===== src/rtl/wbt_pkg.sv =====
package wbt_pkg;

  typedef enum logic [2:0] {
    LS_INV = 3'd0,
    LS_SHR = 3'd1,
    LS_EXC = 3'd2,
    LS_OWN = 3'd3,
    LS_MOD = 3'd4
  } line_st_t;

  typedef enum logic [2:0] {
    ST_IDLE,
    ST_WAIT_ACK,
    ST_LATE_VIC,
    ST_DROP_DATA,
    ST_REFILL,
    ST_REFILL_ACKED,
    ST_CANCELLED
  } trk_st_t;

  typedef struct packed {
    logic alloc;
    logic copy;
    logic set_from;
    logic reset_from;
    logic vreq;
    logic wb_buf;
    logic wb_new;
    logic cancel;
    logic unblock;
    logic ack;
    logic retry;
    logic free;
  } act_t;

endpackage


===== src/rtl/wbt_ctrl.sv =====
module wbt_ctrl
  import wbt_pkg::*;
(
  input  logic    clk,
  input  logic    rst,
  input  logic    repl_fire,
  input  logic    repl_is_dirty_line,
  input  logic    ack_hit,
  input  logic    dat_hit,
  input  logic    req_hit,
  input  logic    req_is_cancel,
  input  logic    src_match,
  input  logic    prb_hit,
  output trk_st_t state,
  output logic    idle,
  output act_t    act
);

  trk_st_t nxt;

  always_comb begin
    act = '0;
    nxt = state;
    unique case (state)
      ST_IDLE: begin
        if (repl_fire && repl_is_dirty_line) begin
          act.alloc = 1'b1;
          act.vreq  = 1'b1;
          nxt       = ST_WAIT_ACK;
        end
      end
      ST_WAIT_ACK: begin
        if (ack_hit) begin
          act.wb_buf = 1'b1;
          act.free   = 1'b1;
          nxt        = ST_IDLE;
        end else if (req_hit && !req_is_cancel) begin
          act.ack      = 1'b1;
          act.set_from = 1'b1;
          nxt          = ST_LATE_VIC;
        end else if (req_hit) begin
          act.retry = 1'b1;
        end else if (prb_hit) begin
          act.cancel = 1'b1;
          nxt        = ST_CANCELLED;
        end
      end
      ST_LATE_VIC: begin
        if (ack_hit) begin
          act.wb_buf = 1'b1;
          nxt        = ST_DROP_DATA;
        end else if (dat_hit) begin
          act.unblock    = 1'b1;
          act.reset_from = 1'b1;
          nxt            = ST_WAIT_ACK;
        end else if (req_hit && req_is_cancel && src_match) begin
          act.unblock    = 1'b1;
          act.reset_from = 1'b1;
          nxt            = ST_WAIT_ACK;
        end else if (req_hit) begin
          act.retry = 1'b1;
        end else if (prb_hit) begin
          nxt = ST_REFILL;
        end
      end
      ST_DROP_DATA: begin
        if (dat_hit) begin
          act.unblock = 1'b1;
          act.free    = 1'b1;
          nxt         = ST_IDLE;
        end else if (req_hit) begin
          act.retry = 1'b1;
        end
      end
      ST_REFILL: begin
        if (ack_hit) begin
          nxt = ST_REFILL_ACKED;
        end else if (dat_hit) begin
          act.copy       = 1'b1;
          act.unblock    = 1'b1;
          act.reset_from = 1'b1;
          nxt            = ST_WAIT_ACK;
        end else if (req_hit) begin
          act.retry = 1'b1;
        end
      end
      ST_REFILL_ACKED: begin
        if (dat_hit) begin
          act.wb_new  = 1'b1;
          act.unblock = 1'b1;
          act.free    = 1'b1;
          nxt         = ST_IDLE;
        end else if (req_hit) begin
          act.retry = 1'b1;
        end
      end
      ST_CANCELLED: begin
        if (ack_hit) begin
          act.free = 1'b1;
          nxt      = ST_IDLE;
        end else if (req_hit) begin
          act.retry = 1'b1;
        end
      end
      default: nxt = ST_IDLE;
    endcase
  end

  always_ff @(posedge clk) begin
    if (rst) state <= ST_IDLE;
    else     state <= nxt;
  end

  assign idle = (state == ST_IDLE);

  // the buffer is freed only on a path that ends in idle
  a_r5_free_to_idle: assert property (@(posedge clk) disable iff (rst)
    act.free |=> (state == ST_IDLE));

  // a dirty-victim request always starts a busy period
  a_r2_vreq_busy: assert property (@(posedge clk) disable iff (rst)
    act.vreq |=> (state == ST_WAIT_ACK));

endmodule


===== src/rtl/wbt_store.sv =====
module wbt_store
  import wbt_pkg::*;
#(
  parameter int ADDR_W = 16,
  parameter int DATA_W = 32,
  parameter int SRC_W  = 4,
  parameter logic [SRC_W-1:0] SELF_ID = '1
) (
  input  logic              clk,
  input  logic              rst,
  input  act_t              act,
  input  logic              idle,
  input  logic [ADDR_W-1:0] repl_addr,
  input  logic [DATA_W-1:0] repl_data,
  input  logic              repl_dirty,
  input  logic              repl_owned,
  input  logic [SRC_W-1:0]  req_src,
  input  logic [DATA_W-1:0] dat_data,
  input  logic              dat_dirty,
  output logic [ADDR_W-1:0] buf_addr,
  output logic [DATA_W-1:0] buf_data,
  output logic              buf_dirty,
  output logic              buf_shared,
  output logic [SRC_W-1:0]  buf_from
);

  always_ff @(posedge clk) begin
    if (rst) begin
      buf_addr   <= '0;
      buf_data   <= '0;
      buf_dirty  <= 1'b0;
      buf_shared <= 1'b0;
      buf_from   <= SELF_ID;
    end else begin
      if (act.alloc) begin
        buf_addr   <= repl_addr;
        buf_data   <= repl_data;
        buf_dirty  <= repl_dirty;
        buf_shared <= repl_owned;
        buf_from   <= SELF_ID;
      end
      if (act.copy) begin
        buf_data  <= dat_data;
        buf_dirty <= dat_dirty;
      end
      if (act.set_from)   buf_from <= req_src;
      if (act.reset_from) buf_from <= SELF_ID;
    end
  end

  // the buffer is only loaded while the tracker is idle
  a_r2_alloc_idle: assert property (@(posedge clk) disable iff (rst)
    act.alloc |-> idle);

  // a busy buffer keeps its address until it is freed
  a_r11_addr_held: assert property (@(posedge clk) disable iff (rst)
    (!idle && !act.alloc) |=> $stable(buf_addr));

endmodule


===== src/rtl/wbt_emit.sv =====
module wbt_emit
  import wbt_pkg::*;
#(
  parameter int ADDR_W = 16,
  parameter int DATA_W = 32
) (
  input  logic              clk,
  input  logic              rst,
  input  act_t              act,
  input  logic [ADDR_W-1:0] repl_addr,
  input  logic [ADDR_W-1:0] buf_addr,
  input  logic [DATA_W-1:0] buf_data,
  input  logic              buf_dirty,
  input  logic              buf_shared,
  input  logic [DATA_W-1:0] dat_data,
  input  logic              dat_dirty,
  output logic              vreq_valid,
  output logic [ADDR_W-1:0] vreq_addr,
  output logic              wb_valid,
  output logic [ADDR_W-1:0] wb_addr,
  output logic [DATA_W-1:0] wb_data,
  output logic              wb_dirty,
  output logic              wb_shared,
  output logic              mcancel_valid,
  output logic [ADDR_W-1:0] mcancel_addr,
  output logic              unblock_valid,
  output logic              req_ack,
  output logic              req_retry,
  output logic              free_valid
);

  always_ff @(posedge clk) begin
    if (rst) begin
      vreq_valid    <= 1'b0;
      wb_valid      <= 1'b0;
      mcancel_valid <= 1'b0;
      unblock_valid <= 1'b0;
      req_ack       <= 1'b0;
      req_retry     <= 1'b0;
      free_valid    <= 1'b0;
      vreq_addr     <= '0;
      wb_addr       <= '0;
      wb_data       <= '0;
      wb_dirty      <= 1'b0;
      wb_shared     <= 1'b0;
      mcancel_addr  <= '0;
    end else begin
      vreq_valid    <= act.vreq;
      wb_valid      <= act.wb_buf | act.wb_new;
      mcancel_valid <= act.cancel;
      unblock_valid <= act.unblock;
      req_ack       <= act.ack;
      req_retry     <= act.retry;
      free_valid    <= act.free;
      if (act.vreq) vreq_addr <= repl_addr;
      if (act.wb_buf || act.wb_new) begin
        wb_addr   <= buf_addr;
        wb_data   <= act.wb_new ? dat_data  : buf_data;
        wb_dirty  <= act.wb_new ? dat_dirty : buf_dirty;
        wb_shared <= buf_shared;
      end
      if (act.cancel) mcancel_addr <= buf_addr;
    end
  end

  // a request is either acknowledged or retried, never both
  a_r10_ack_or_retry: assert property (@(posedge clk) disable iff (rst)
    $onehot0({req_ack, req_retry}));

  // a cancelled writeback never emits data in the same cycle
  a_r8_cancel_no_wb: assert property (@(posedge clk) disable iff (rst)
    mcancel_valid |-> !wb_valid);

endmodule


===== src/rtl/wbt_evict_tracker.sv =====
module wbt_evict_tracker
  import wbt_pkg::*;
#(
  parameter int ADDR_W = 16,
  parameter int DATA_W = 32,
  parameter int SRC_W  = 4,
  parameter logic [SRC_W-1:0] SELF_ID = '1
) (
  input  logic              clk,
  input  logic              rst,
  input  logic              repl_valid,
  output logic              repl_ready,
  input  logic [2:0]        repl_state,
  input  logic [ADDR_W-1:0] repl_addr,
  input  logic [DATA_W-1:0] repl_data,
  input  logic              repl_dirty,
  input  logic              req_valid,
  input  logic              req_cancel,
  input  logic [ADDR_W-1:0] req_addr,
  input  logic [SRC_W-1:0]  req_src,
  input  logic              dat_valid,
  input  logic [ADDR_W-1:0] dat_addr,
  input  logic [DATA_W-1:0] dat_data,
  input  logic              dat_dirty,
  input  logic              ack_valid,
  input  logic [ADDR_W-1:0] ack_addr,
  input  logic              prb_valid,
  input  logic [ADDR_W-1:0] prb_addr,
  output logic              vreq_valid,
  output logic [ADDR_W-1:0] vreq_addr,
  output logic              wb_valid,
  output logic [ADDR_W-1:0] wb_addr,
  output logic [DATA_W-1:0] wb_data,
  output logic              wb_dirty,
  output logic              wb_shared,
  output logic [2:0]        wb_cstate,
  output logic              mcancel_valid,
  output logic [ADDR_W-1:0] mcancel_addr,
  output logic              unblock_valid,
  output logic              req_ack,
  output logic              req_retry,
  output logic              free_valid
);

  trk_st_t           state;
  logic              idle;
  act_t              act;
  logic [ADDR_W-1:0] buf_addr;
  logic [DATA_W-1:0] buf_data;
  logic              buf_dirty;
  logic              buf_shared;
  logic [SRC_W-1:0]  buf_from;

  logic repl_fire, repl_owned, repl_is_dirty_line;
  logic ack_hit, dat_hit, req_hit, prb_hit, src_match;

  assign repl_fire          = repl_valid && idle;
  assign repl_owned         = (repl_state == LS_OWN);
  assign repl_is_dirty_line = repl_owned || (repl_state == LS_MOD);
  assign ack_hit            = ack_valid && !idle && (ack_addr == buf_addr);
  assign dat_hit            = dat_valid && !idle && (dat_addr == buf_addr);
  assign req_hit            = req_valid && !idle && (req_addr == buf_addr);
  assign prb_hit            = prb_valid && !idle && (prb_addr == buf_addr);
  assign src_match          = (req_src == buf_from);

  assign repl_ready = idle;
  assign wb_cstate  = LS_SHR;

  wbt_ctrl u_ctrl (
    .clk                (clk),
    .rst                (rst),
    .repl_fire          (repl_fire),
    .repl_is_dirty_line (repl_is_dirty_line),
    .ack_hit            (ack_hit),
    .dat_hit            (dat_hit),
    .req_hit            (req_hit),
    .req_is_cancel      (req_cancel),
    .src_match          (src_match),
    .prb_hit            (prb_hit),
    .state              (state),
    .idle               (idle),
    .act                (act)
  );

  wbt_store #(
    .ADDR_W  (ADDR_W),
    .DATA_W  (DATA_W),
    .SRC_W   (SRC_W),
    .SELF_ID (SELF_ID)
  ) u_store (
    .clk        (clk),
    .rst        (rst),
    .act        (act),
    .idle       (idle),
    .repl_addr  (repl_addr),
    .repl_data  (repl_data),
    .repl_dirty (repl_dirty),
    .repl_owned (repl_owned),
    .req_src    (req_src),
    .dat_data   (dat_data),
    .dat_dirty  (dat_dirty),
    .buf_addr   (buf_addr),
    .buf_data   (buf_data),
    .buf_dirty  (buf_dirty),
    .buf_shared (buf_shared),
    .buf_from   (buf_from)
  );

  wbt_emit #(
    .ADDR_W (ADDR_W),
    .DATA_W (DATA_W)
  ) u_emit (
    .clk           (clk),
    .rst           (rst),
    .act           (act),
    .repl_addr     (repl_addr),
    .buf_addr      (buf_addr),
    .buf_data      (buf_data),
    .buf_dirty     (buf_dirty),
    .buf_shared    (buf_shared),
    .dat_data      (dat_data),
    .dat_dirty     (dat_dirty),
    .vreq_valid    (vreq_valid),
    .vreq_addr     (vreq_addr),
    .wb_valid      (wb_valid),
    .wb_addr       (wb_addr),
    .wb_data       (wb_data),
    .wb_dirty      (wb_dirty),
    .wb_shared     (wb_shared),
    .mcancel_valid (mcancel_valid),
    .mcancel_addr  (mcancel_addr),
    .unblock_valid (unblock_valid),
    .req_ack       (req_ack),
    .req_retry     (req_retry),
    .free_valid    (free_valid)
  );

  // a freed buffer leaves the tracker ready in the same cycle
  a_r4_free_ready: assert property (@(posedge clk) disable iff (rst)
    free_valid |-> repl_ready);

  // a victim request is issued only as the tracker turns busy
  a_r2_vreq_not_ready: assert property (@(posedge clk) disable iff (rst)
    vreq_valid |-> !repl_ready);

  // no victim request can follow a cycle in which the tracker was busy
  a_r11_busy_no_vreq: assert property (@(posedge clk) disable iff (rst)
    !repl_ready |=> !vreq_valid);

endmodule


===== config.mk =====
export PLATFORM = sky130hd
export DESIGN_NAME = wbt_evict_tracker
export DESIGN_NICKNAME = d
export VERILOG_FILES = /design/src/rtl/wbt_pkg.sv /design/src/rtl/wbt_ctrl.sv /design/src/rtl/wbt_store.sv /design/src/rtl/wbt_emit.sv /design/src/rtl/wbt_evict_tracker.sv
export SDC_FILE = /design/constraint.sdc
export NUM_CORES = 1
export LEC_CHECK = 0
export ABC_AREA = 1
export BUFFER_PORTS_ARGS = -buffer_cell sky130_fd_sc_hd__buf_2
export CAP_MARGIN = 10
export CELL_PAD_IN_SITES_DETAIL_PLACEMENT = 0
export CELL_PAD_IN_SITES_GLOBAL_PLACEMENT = 2
export CORE_MARGIN = 2
export CORE_UTILIZATION = 25
export DETAILED_ROUTE_END_ITERATION = 10
export HOLD_SLACK_MARGIN = 0.03
export PLACE_DENSITY = 0.77
export SYNTH_ARGS = -nofsm -noshare
export SYNTH_HDL_FRONTEND = slang
export SYNTH_SLANG_ARGS = --single-unit

===== constraint.sdc =====
create_clock -name clk -period 2.2 [get_ports clk]
set_input_delay 0 -clock clk [delete_from_list [all_inputs] [get_ports clk]]
set_output_delay 0 -clock clk [all_outputs]
set_load 0.03 [all_outputs]

[Word-level counts from Yosys, hierarchy flattened]
Index checks and enable logic that the tools add are counted.
Word-level totals
  memory bits (writable): 0
  bits of input ports: 161
  latch bits: 0
  output and inout port bits: 93
  register bits: 130
  ROM bits: 0
  logic and storage cells: 122
  memories: 0
Operators by class
  reduce and logical (&&, ||, !) cells: 26
  shift-type cells: 0
  div/mod/pow operators: 0
  $mul: 0
  $lt $le $gt $ge: 0
  equal/unequal tests: 21
  mux-type cells: 55
  add/sub/neg operators: 0
  bitwise logic cells: 2
Operator list (count)
  $mux W32: 3
  $eq A16 B16 Y1: 4
  $mux W3: 14
  $mux W1: 31
  $pmux W3 S6: 1
  $logic_and A1 B1 Y1: 13
  $eq A3 B3 Y1 const B: 4
  $eq A3 B2 Y1 const B: 3
  $mux W4: 2
  $reduce_and A8 Y1: 1
  $reduce_or A2 Y1: 4
  $ne A5 B4 Y1 const B: 1
  $ne A5 B5 Y1 const B: 1
  $pmux W1 S5: 1
  $eq A4 B4 Y1: 1
  $ne A2 B1 Y1 const B: 2
  $ne A4 B3 Y1 const B: 1
  $ne A4 B4 Y1 const B: 1
  $pmux W1 S2: 2
  $reduce_bool A2 Y1: 2
  $eq A3 B1 Y1 const B: 1
  $logic_not A3 Y1: 1
  $ne A3 B3 Y1 const B: 1
  $pmux W1 S3: 1
  6 further kinds: 8

[Depth between registers and ports, before layout]
Gate-level depths: netlist of run 1.
  depth after elaboration: 11
  gate-level depth with buffers: 15
  depth with buffers taken out: 15

[By module]
A second synthesis of run 1 with hierarchy kept.
Unflattened totals
  cells, all modules: 1202
  area total of the unflattened synthesis: 7628.6 µm²
Modules (own cells, without submodules)
  wbt_emit: cells each 514, sequential area each 1781.7 µm², area an instance 3555.9 µm², instances 1
  wbt_store: cells each 340, sequential area each 1081.0 µm², area an instance 2354.8 µm², instances 1
  wbt_evict_tracker: cells each 251, sequential area each 0.0 µm², area an instance 1146.1 µm², instances 1
  wbt_ctrl: cells each 97, sequential area each 60.1 µm², area an instance 571.8 µm², instances 1

[Worst setup path after synthesis of run 1]
OpenSTA, ideal clock, no wires.
  kind: register -> register
  start: reg, netlist name u_emit.vreq_addr[9]
  end: reg u_emit.mcancel_addr[7]
  arrival time: 1.892 ns
  buffers on the path: 1
  clock period less this slack: 2.015 ns
  required time: 2.076 ns
  setup slack: 0.185 ns
  setup time: 0.124 ns
  cell stages (with the launch flop): 15
  cells stage by stage: dfxtp_1 inv_1 nand2_1 nand2_1 nor2_1 nand2_1 nor2_1 nand3_2 nand2_1 inv_2 nand3_2 inv_2 buf_2 o21ai_1 a21oi_1
RTL lines
  end signal: assignment: RTL line wbt_emit.sv:62  | if (act.cancel) mcancel_addr <= buf_addr;
  end: declaration: RTL line wbt_emit.sv:25  | output logic [ADDR_W-1:0] mcancel_addr,

[Worst setup path in the final report of run 1]
  start: reg u_ctrl.state[0]
  end: reg u_emit.mcancel_addr[0]
On the way
  cells in the longest elaborated chain, start to end: 9
  elaborated cells between the ends (all ways): 15
  classes of those cells: eq/ne (1); mux (5); reduce/logical (9)
Ends and longest elaborated chain
  start: declaration: RTL line wbt_ctrl.sv:14  | output trk_st_t state,
  start signal: assignment: RTL line wbt_ctrl.sv:111  | else state <= nxt;
  $logic_not A3 Y1: RTL line wbt_ctrl.sv:114  | assign idle = (state == ST_IDLE);
  $logic_not A1 Y1: RTL line wbt_evict_tracker.sv:60, wbt_evict_tracker.sv:62, wbt_evict_tracker.sv:63
  $logic_and A1 B1 Y1 (2 in series): RTL line wbt_evict_tracker.sv:63  | assign prb_hit = prb_valid && !idle && (prb_addr == buf_addr);
  $mux W1: RTL line wbt_ctrl.sv:43  | end else if (prb_hit) begin
  $mux W1: RTL line wbt_ctrl.sv:41  | end else if (req_hit) begin
  $mux W1: RTL line wbt_ctrl.sv:37  | end else if (req_hit && !req_is_cancel) begin
  $mux W1: RTL line wbt_ctrl.sv:33  | if (ack_hit) begin
  $mux W1 *: RTL line wbt_ctrl.sv:24  | unique case (state)
Every way passes the cells marked *; elsewhere a longest branch is shown, timed or not.
A chain may end at the register's enable or synchronous reset.

==> impl_metrics.ini, run 1 <==
[run_status]
status = complete, no violations

[power_and_ir_drop]
p_int_mw = 5.04
clkPwrFrac = 0.395
p_seq_frac = 0.330
swShare = 0.343
p_total_mw = 7.67
power.static_leakage_nw = 5.53
powerDensity_nw_per_um2 = 699
combPwrFrac = 0.275
ir_drop_v = 0.000402
power_switching_mw = 2.63

[die]
ios = 254
die_h_um = 174
start_util = 0.252
die_w_um = 174
fp-row-count = 62
dieArea_um2 = 30100
core_area_um2 = 28500

[logic_synthesis]
yosysSeqAreaShare = 0.362
synthCells = 1170
synth_ff_type = dfxtp_1
synth-seq-cells = 130
async_flop_share = 0
synth_area_um2 = 7190
synth-edff-count = 0
synth.distinct_cells = 32
yosys_warnings = 0
syn_avg_cell_area_um2 = 6.14

[drt]
drt_iter0_drc = 562
wl_per_cell_um = 16.8
first_pass_iters = 5
num_vias = 8921
post_drt_via_cell_ratio = 4.60
drc = 0
ant_nets = 0
routed_wl_um = 32600

[global_route]
grt_pass1_vias = 8755
use_met1 = 0.264
grt_usage = 0.210
globalRouteMet3Util = 0.0399
grt_overflow_total = 0
grtUsageMet2 = 0.357
antenna_found_initial = 2
grt_first_pass_wirelength_um = 48900
grt_max_degree = 93
grt.busiest_layer = met2

[clocking]
cts_made_buffers = 17
ctsLongestPathBuffers = 2
clock_latency_ns = 0.42
cts_tree = built
htreeDepth = 4
clock_sinks = 130
cts_root_buffer = clkbuf_16
clk_pin_slew_ns = 0.07

[timing]
timing.hold.ws_ns = 0.0542
skew_ns = 0.0132
final_hold_viol_count = 0
max_freq_mhz = 485
fin_crit_ns = 2.06
grt_setup_unrepaired = yes
slew_viol_final = 0
setup_viol_count_final = 0
finalCritPeriodShare = 0.938

[critical_path]
critPathMaxFanout = 32
crit_path_end_kind = flop
slowest_stage = nor2_2
cp-start-kind = flop
crit_type = reg2reg
crit_chain = inv_2, nand2_2, nor2_2, nor2_1, nand2_1, nor2_1, nand3_2, nand2_1, inv_2, nand3_2, inv_4, o21ai_0, a21oi_1
required_ns = 2.55
worstPathArrival_ns = 2.41
slowest_delay_ns = 0.35

[finish]
fin_nets = 1703
syn2layout_area_growth_pct = 52.7
n_fill_cell = 3157
drive_gt1_frac = 0.263

[run]
max-cap-violations = 0

[placement]
portBuffers = 250
gp_congestion = 0.906
dp_hpwl_um = 23800

[worst_hold_path]
hold_path_class = in2reg
[final cells by class]
| type | count | area, µm² | area share |
|---|---|---|---|
| Antenna cell | 2 | 5.00 | 0.000456 |
| Clock buffer | 17 | 425 | 0.0387 |
| Clock inverter | 15 | 196 | 0.0179 |
| Inverter | 144 | 551 | 0.0501 |
| Multi-Input combinational cell | 848 | 3960 | 0.360 |
| Sequential cell | 130 | 2610 | 0.238 |
| Tap cell | 384 | 480 | 0.0438 |
| Timing Repair Buffer | 401 | 2760 | 0.251 |
[path summary, 6_finish.rpt]
kind,startpoint,endpoint,slack [ns],cells after the start
setup reg to reg,u_ctrl.state[0]$_SDFFE_PP0P_,u_emit.mcancel_addr[0]$_SDFFE_PP0P_,0.14,13
hold / removal,req_cancel,u_emit.req_ack$_SDFF_PP0_,0.05,4
setup / recovery,u_ctrl.state[0]$_SDFFE_PP0P_,u_emit.mcancel_addr[0]$_SDFFE_PP0P_,0.14,13
hold reg to reg,u_store.buf_data[0]$_SDFFE_PP0P_,u_emit.wb_data[0]$_SDFFE_PP0P_,0.47,2
[flip-flops by register name, summed over array words and instances (netlist names)]
| name | cells |
|---|---|
| u_emit.free_valid | 1 |
| u_ctrl.state | 3 |
| u_emit.wb_data | 32 |
| u_emit.vreq_addr | 16 |
| u_emit.wb_valid | 1 |
| u_emit.wb_dirty | 1 |
| u_emit.req_ack | 1 |
| u_emit.wb_addr | 16 |
| u_emit.vreq_valid | 1 |
| u_store.buf_from | 4 |
| u_store.buf_data | 32 |
| u_emit.unblock_valid | 1 |
| u_store.buf_dirty | 1 |
| u_store.buf_shared | 1 |
| u_emit.mcancel_addr | 16 |
| u_emit.req_retry | 1 |
| u_emit.mcancel_valid | 1 |
| u_emit.wb_shared | 1 |
[metal layers]
metal  wire (µm)  vias to the layer above
met5           0                        -
met4         966                        0
met3        1910                       45
met2       15400                      286
met1       14300                     4056
li1            -                     4534
[cells in the final DEF, fill, tap and decap left out, drive strengths merged]
cell type / n
bufinv: 3
nand3b: 4
a31oi: 34
diode: 2
xor2: 2
conb: 3
or3: 1
o22ai: 4
clkinv: 3
dfxtp: 130
nand2: 347
a21oi: 87
xnor2: 2
nor3: 12
clkbuf: 19
o21bai: 1
clkinvlp: 3
nor4: 1
inv: 150
nand3: 64
nand4: 27
buf: 311
dlygate4sd3: 88
and2: 1
o21ai: 121
nor2: 137
[logic make-up (layout without fill, tap and decap cells)]
family / Yosys count / after routing / share of synthesized area
AO/OA/AOI/OAI: 247 / 247 / 0.179
XOR/XNOR: 4 / 4 / 0.00487
buffers and inverters: 195 / 577 / 0.109
flip-flops: 130 / 130 / 0.362
other: 2 / 5 / 0.00104
AND/OR/NAND/NOR: 592 / 594 / 0.345
[worst max-delay path: cells and delay by family, from the launching register on]
kind | cells | cell delay [ns]
and+or+nand+nor | 8 | 0.93
buffers and inverters | 3 | 0.48
AOI/OAI and AO/OA | 2 | 0.25
DFF | 1 | 0.32
[power by group through the flow]
stage	Sequential [mW]	Combinational (mW)	Clock (mW)
floorplan	2.67	0.997	0
global placement	2.58	1.94	0
detailed placement	2.58	1.92	0
CTS	2.53	2.05	3.10
global route	2.55	2.33	3.21
finish	2.53	2.11	3.03
[cell usage after synthesis, types with 3 or more instances]
cell type  count  area [µm²]
a21oi_1       87         435
a31oi_1       34         213
buf_2         18        90.1
buf_4          7        52.6
clkbuf_1      25        93.8
dfxtp_1      130        2600
inv_1        124         465
inv_2         19        71.3
nand2_1      346        1300
nand3_1       57         285
nand3_2        5        50.1
nand3b_1       3        22.5
nand4_1       25         156
nor2_1       135         507
nor3_1         9        45.0
nor3_2         3        30.0
o21ai_0       79         395
o21ai_1       42         210
o22ai_1        4        25.0
[repair_timing]
item / CTS / global route
pin swaps: 1 / 9
hold endpoints to repair: 87 / 0
endpoints found under the setup margin: 34 / 107
gates resized for setup: 2 / 42
buffers inserted: 1 / 9
hold buffers: 88 / 0
gates cloned: 0 / 5
[through the flow]
stage	TNS (ns)	setup slack, ns	area (µm²)	util	std cells
global route	-0.509	-0.0382	11000	0.385	1941
CTS	0	0.0327	10700	0.375	1925
floorplan	0	0.185	7190	-	1171
finish	0	0.137	11000	0.385	1941
detailed placement	-0.0946	-0.0205	9190	0.322	1804
global placement	0	0.0294	9190	0.322	1804
Power figures use the tool's default switching activity.
==> run 2, diff against run 1 <==
--- a/config.mk
+++ b/config.mk
@@ -15,6 +15,7 @@
 export DETAILED_ROUTE_END_ITERATION = 10
 export HOLD_SLACK_MARGIN = 0.03
 export PLACE_DENSITY = 0.77
+export SETUP_SLACK_MARGIN = 0.4
 export SYNTH_ARGS = -nofsm -noshare
 export SYNTH_HDL_FRONTEND = slang
 export SYNTH_SLANG_ARGS = --single-unit
==> run 2 against run 1 <==
First-iteration DRC count rose by 23%. Critical path depth decreased by 1. Flip-flop and latch count stayed put. Die area is the same. Final cell count grew 3.4%.
==> impl_metrics.ini, run 2 (same netlist as run 1, synthesis figures left out) <==
[drt]
wl_per_cell_um = 19.2
routed_wl_um = 38500
num_vias = 9668
first_pass_iters = 5
ant_nets = 0
post_drt_via_cell_ratio = 4.82
drt_iter0_drc = 690
drc = 0

[global_route]
antenna_found_initial = 0
grt_usage = 0.229
grt_max_degree = 45
grt_pass1_vias = 8874
grt_overflow_total = 0
grt_first_pass_wirelength_um = 52900

[critical_path]
r2r-end = u_emit.wb_data[10]$_SDFFE_PP0P_
critPathMaxFanout = 6
crit_type = reg2reg
worstPathArrival_ns = 2.43
crit_family = buffers and inverters
crit_path_end_kind = flop
cp-start-kind = flop
r2r_start = u_emit.vreq_addr[15]$_SDFFE_PP0P_
r2r_slack_ns = 0.08
slowest_delay_ns = 0.37
critPathBufInv = 6
crit_chain = clkinvlp_4, buf_6, nand2_4, nand4_1, nor2_2, buf_6, nand4_1, nand3_4, buf_12, buf_12, clkbuf_16, a31oi_1
reg2regPathDepth = 12
slowest_stage = dfxtp_4
required_ns = 2.51

[finish]
multi_input_area_um2 = 4850
fin_area_um2 = 13100
stdcell_count = 2007
n_fill_cell = 3015
reg.largest.list = u_emit.wb_data x32, u_store.buf_data x32
layout_commonest_cell = nand2_1
insertedDiodeCount = 0
mostFrequentLayoutCells = 309 x nand2_1, 250 x buf_2, 117 x inv_1, 114 x nor2_1, 114 x dfxtp_1
final_util = 0.459
drive_gt1_frac = 0.402
fin_nets = 1771
syn2layout_area_growth_pct = 82.2
regArea_um2 = 2650

[power_and_ir_drop]
combPwrFrac = 0.318
p_total_mw = 8.15
p_seq_frac = 0.316
p_int_mw = 5.21
swShare = 0.361
ir_drop_v = 0.000424
power_switching_mw = 2.95
power.static_leakage_nw = 6.18
powerDensity_nw_per_um2 = 622
clkPwrFrac = 0.366

[clocking]
clock_latency_ns = 0.43
clock_sinks = 130
cts_root_buffer = clkbuf_16
htreeDepth = 4
cts_tree = built
ctsLongestPathBuffers = 2
cts_made_buffers = 17
clk_pin_slew_ns = 0.07

[die]
start_util = 0.252
fp-row-count = 62
ios = 254
core_area_um2 = 28500
die_w_um = 174
die_h_um = 174
dieArea_um2 = 30100

[placement]
dp_hpwl_um = 24800
dp.cells = 1817
gp_congestion = 0.902
place_area_um2 = 9280
portBuffers = 250

[timing]
max_freq_mhz = 473
finalCritPeriodShare = 0.961
fin_crit_ns = 2.12
setup_viol_count_final = 0
grt_setup_unrepaired = yes
final_hold_viol_count = 0
skew_ns = 0.0156
slew_headroom = 0.555
slew_viol_final = 0
final.setup.tns_ns = 0
worst_slew_pin_slew_ns = 0.667

[worst_hold_path]
hold_path_class = in2reg
worstHoldStart = repl_valid
hold_end = u_emit.vreq_valid$_SDFF_PP0_
holdPathStages = 5

[run]
max-cap-violations = 0

[run_status]
status = complete, no violations
## run 2: changes by cell type in the layout (fill, tap and decap cells not counted), sizes merged
cell         before  now
nand3            64   62
clkinv            3    6
buf             311  361
dlygate4sd3      88   90
clkbuf           19   35
diode             2    0
bufinv            3    2
## run 2: stage by stage
step / worst slack, ns / hold slack (ns)
after floorplan: 0.404 / 0.147
final: 0.0847 / 0.0472
after CTS: 0.116 / 0.0424
after global placement: -0.402 / 0.273
after detailed placement: -0.423 / 0.280
after global routing: -0.0145 / 0.0497
## run 2: per-layer routing
metal	routed length, µm	track usage	share of wire	vias up
met2	18600	0.384	0.48	330
met3	2300	0.0439	0.060	36
met5	0	0	0	-
li1	-	-	-	4670
met4	523	0.0487	0.014	0
met1	17100	0.307	0.44	4632
## run 2: area by class of cell
cell class                      instances  area share
Multi-Input combinational cell        846       0.370
Timing Repair Buffer                  468       0.295
Sequential cell                       130       0.202
Inverter                              144      0.0457
Tap cell                              384      0.0367
Clock buffer                           18      0.0335
Clock inverter                         14      0.0130
Timing Repair inverter                  3     0.00296
## run 2: worst reg2reg max path, cell delays in order, from the launching register on
cell and delay [ns]:
dfxtp_4 0.37, clkinvlp_4 0.12, buf_6 0.15, nand2_4 0.06, nand4_1 0.11, nor2_2 0.17, buf_6 0.13, nand4_1 0.14
nand3_4 0.19, buf_12 0.16, buf_12 0.14, clkbuf_16 0.17, a31oi_1 0.08
## run 2: repair_timing
action | in CTS | in global routing
endpoints found under the setup margin | 119 | 128
hold buffers | 89 | 1
gates resized for setup | 72 | 264
pin swaps | 21 | 64
cloned | 8 | 22
hold endpoints to repair | 90 | 1
setup buffers | 16 | 22
## run 2: how the worst max path moves through the flow
stage                                 startpoint  cells after the start                              endpoint
6_report       u_emit.vreq_addr[15]$_SDFFE_PP0P_                     12       u_emit.wb_data[10]$_SDFFE_PP0P_
5_1_grt        u_emit.vreq_addr[15]$_SDFFE_PP0P_                     17          u_ctrl.state[0]$_SDFFE_PP0P_
4_1_cts        u_emit.vreq_addr[15]$_SDFFE_PP0P_                     12   u_emit.mcancel_addr[5]$_SDFFE_PP0P_
3_5_place_dp   u_emit.vreq_addr[15]$_SDFFE_PP0P_                     11  u_emit.mcancel_addr[13]$_SDFFE_PP0P_
3_3_place_gp   u_emit.vreq_addr[15]$_SDFFE_PP0P_                     11   u_emit.mcancel_addr[4]$_SDFFE_PP0P_
2_1_floorplan  u_emit.vreq_addr[14]$_SDFFE_PP0P_                     13     u_store.buf_data[10]$_SDFFE_PP0P_
## run 2: power groups by stage
| stage | clock network (mW) | registers (mW) | logic [mW] |
|---|---|---|---|
| floorplan | 0 | 2.69 | 1.00 |
| global placement | 0 | 2.62 | 1.98 |
| detailed placement | 0 | 2.63 | 1.95 |
| CTS | 3.03 | 2.56 | 2.23 |
| global route | 3.14 | 2.59 | 2.81 |
| finish | 2.99 | 2.57 | 2.59 |
==> run 3, diff against run 2 <==
--- a/config.mk
+++ b/config.mk
@@ -14,8 +14,9 @@
 export CORE_UTILIZATION = 25
 export DETAILED_ROUTE_END_ITERATION = 10
 export HOLD_SLACK_MARGIN = 0.03
+export MAX_ROUTING_LAYER = met4
 export PLACE_DENSITY = 0.77
-export SETUP_SLACK_MARGIN = 0.4
+export SETUP_SLACK_MARGIN = 0.2
 export SYNTH_ARGS = -nofsm -noshare
 export SYNTH_HDL_FRONTEND = slang
 export SYNTH_SLANG_ARGS = --single-unit
==> constraint.sdc (replaced) <==
create_clock -name clk -period 2 [get_ports clk]
set_input_delay 0 -clock clk [delete_from_list [all_inputs] [get_ports clk]]
set_output_delay 0 -clock clk [all_outputs]
set_load 0.03 [all_outputs]
==> run 3 against run 2 <==
Critical path depth down 2. First-iteration DRC count down 16%. The flow now finishes with violations (negative setup slack). Largest cell class unchanged. Via count down 2.8%. Register-to-register slack worse by 0.12 ns. Largest power group unchanged. Die area unchanged.
==> impl_metrics.ini, run 3 (same netlist as run 1, synthesis figures left out) <==
[finish]
layout_commonest_cell = nand2_1
multi_input_area_um2 = 4580
mostFrequentLayoutCells = 306 x nand2_1, 250 x buf_2, 120 x inv_1, 117 x nor2_1, 112 x dfxtp_1
syn2layout_area_growth_pct = 72.8
drive_gt1_frac = 0.376
final_util = 0.435
fin_nets = 1769
n_fill_cell = 3110
regArea_um2 = 2650
reg.largest.list = u_emit.wb_data x32, u_store.buf_data x32

[clocking]
clock_latency_ns = 0.42
ctsLongestPathBuffers = 2
htreeDepth = 4
cts_root_buffer = clkbuf_16
cts_tree = built
clock_sinks = 130
cts_made_buffers = 17
clk_pin_slew_ns = 0.06

[global_route]
globalRouteMet3Util = 0.0362
grtUsageMet2 = 0.365
grt.busiest_layer = met2
grt_max_degree = 47
use_met1 = 0.300
antenna_found_initial = 3
grt_pass1_vias = 9063
grt_overflow_total = 0
grt_usage = 0.228
grt_first_pass_wirelength_um = 51700

[die]
die_w_um = 174
die_h_um = 174
ios = 254
fp-row-count = 62
dieArea_um2 = 30100
core_area_um2 = 28500
start_util = 0.252

[critical_path]
slowest_stage = dfxtp_4
crit_family = simple AND/OR/NAND/NOR gates
r2r_start = u_emit.vreq_addr[9]$_SDFFE_PP0P_
r2r-end = u_emit.wb_data[0]$_SDFFE_PP0P_
required_ns = 2.30
crit_chain = clkinvlp_4, nand2_2, nand4_1, nor3_2, buf_4, nand4_1, nand3_4, buf_4, buf_8, a31oi_1
crit_path_end_kind = flop
cp-start-kind = flop
r2r_slack_ns = -0.03
slowest_delay_ns = 0.37
critPathMaxFanout = 11
reg2regPathDepth = 10
worstPathArrival_ns = 2.33
critPathBufInv = 4
crit_type = reg2reg

[power_and_ir_drop]
power.static_leakage_nw = 6.05
p_total_mw = 8.91
ir_drop_v = 0.000539
powerDensity_nw_per_um2 = 717

[timing]
final_hold_viol_count = 0
slew_viol_final = 0
worst_slew_pin_slew_ns = 0.530
skew_ns = 0.0113
finalCritPeriodShare = 1.02
setup_viol_count_final = 39
grt_setup_unrepaired = yes
timing.final.ws_setup_ns = -0.0336
fin_crit_ns = 2.03
slew_headroom = 0.646
max_freq_mhz = 492

[worst_hold_path]
holdPathStages = 5
worstHoldStart = repl_valid
hold_end = u_store.buf_shared$_SDFFE_PP0P_
hold_path_class = in2reg

[run]
max-cap-violations = 0

[run_status]
status = finished, violations left
violations = negative setup slack

[placement]
dp_hpwl_um = 24700
portBuffers = 250
gp_congestion = 0.873

[drt]
drt_iter0_drc = 583
first_pass_iters = 5
post_drt_via_cell_ratio = 4.68
ant_nets = 0
routed_wl_um = 35100
drc = 0
wl_per_cell_um = 17.5
num_vias = 9399
[run 3: tightest hold or removal path: cells and delay by family]
kind            cells  cell delay [ns]
buf+inv             2             0.14
compound gates      1             0.08
simple gates        2             0.19
[run 3: repair_timing]
action | CTS | global route
gates resized for setup | 88 | 191
endpoints found under the hold margin | 87 | 0
cloned | 4 | 6
hold buffers | 89 | 0
pin swaps | 28 | 47
setup buffers | 16 | 10
endpoints found under the setup margin | 127 | 127
[run 3: layout make-up]
class	count	share of cell area
flip-flops and latches	130	0.213
repair buffers	469	0.283
multi-input cells	846	0.369
clock buffers	17	0.0342
diodes	3	0.000604
inverters	144	0.0470
well taps	384	0.0387
clock inverters	15	0.0138
[run 3: routing by layer]
metal  wire length (µm)  up-vias
li1                   -     4670
met1              16100     4428
met2              16700      268
met3               1770       33
met4                582        0
met5                  0        -
[run 3: through the flow]
step	setup TNS (ns)	hold slack, ns	setup slack (ns)	instance area, µm²	std cells
floorplan	0	0.147	0.204	7230	1171
global placement	-17.93	0.275	-0.270	9580	1848
detailed placement	-15.48	0.278	-0.224	9580	1848
CTS	-0.168	0.0565	-0.0161	11600	1989
global route	-10.71	0.0751	-0.177	12400	2008
finish	-0.466	0.0556	-0.0336	12400	2008
[run 3: worst max path at each step]
stage	to	depth (start not counted)	slack, ns	from
final	u_emit.wb_data[0]$_SDFFE_PP0P_	10	-0.03	u_emit.vreq_addr[9]$_SDFFE_PP0P_
after global routing	u_ctrl.state[2]$_SDFFE_PP0P_	15	-0.18	u_emit.vreq_addr[0]$_SDFFE_PP0P_
after CTS	u_emit.wb_shared$_SDFFE_PP0P_	11	-0.02	u_emit.vreq_addr[7]$_SDFFE_PP0P_
after detailed placement	u_ctrl.state[2]$_SDFFE_PP0P_	13	-0.22	u_emit.vreq_addr[10]$_SDFFE_PP0P_
after global placement	u_ctrl.state[2]$_SDFFE_PP0P_	13	-0.27	u_emit.vreq_addr[10]$_SDFFE_PP0P_
after floorplan	u_store.buf_data[10]$_SDFFE_PP0P_	13	0.20	u_emit.vreq_addr[14]$_SDFFE_PP0P_
[run 3: where the power goes]
group	total, mW	switching [mW]	internal [mW]
Clock	3.21	1.33	1.87
Sequential	2.85	0.133	2.71
Combinational	2.85	1.66	1.19
Total	8.91	3.13	5.78
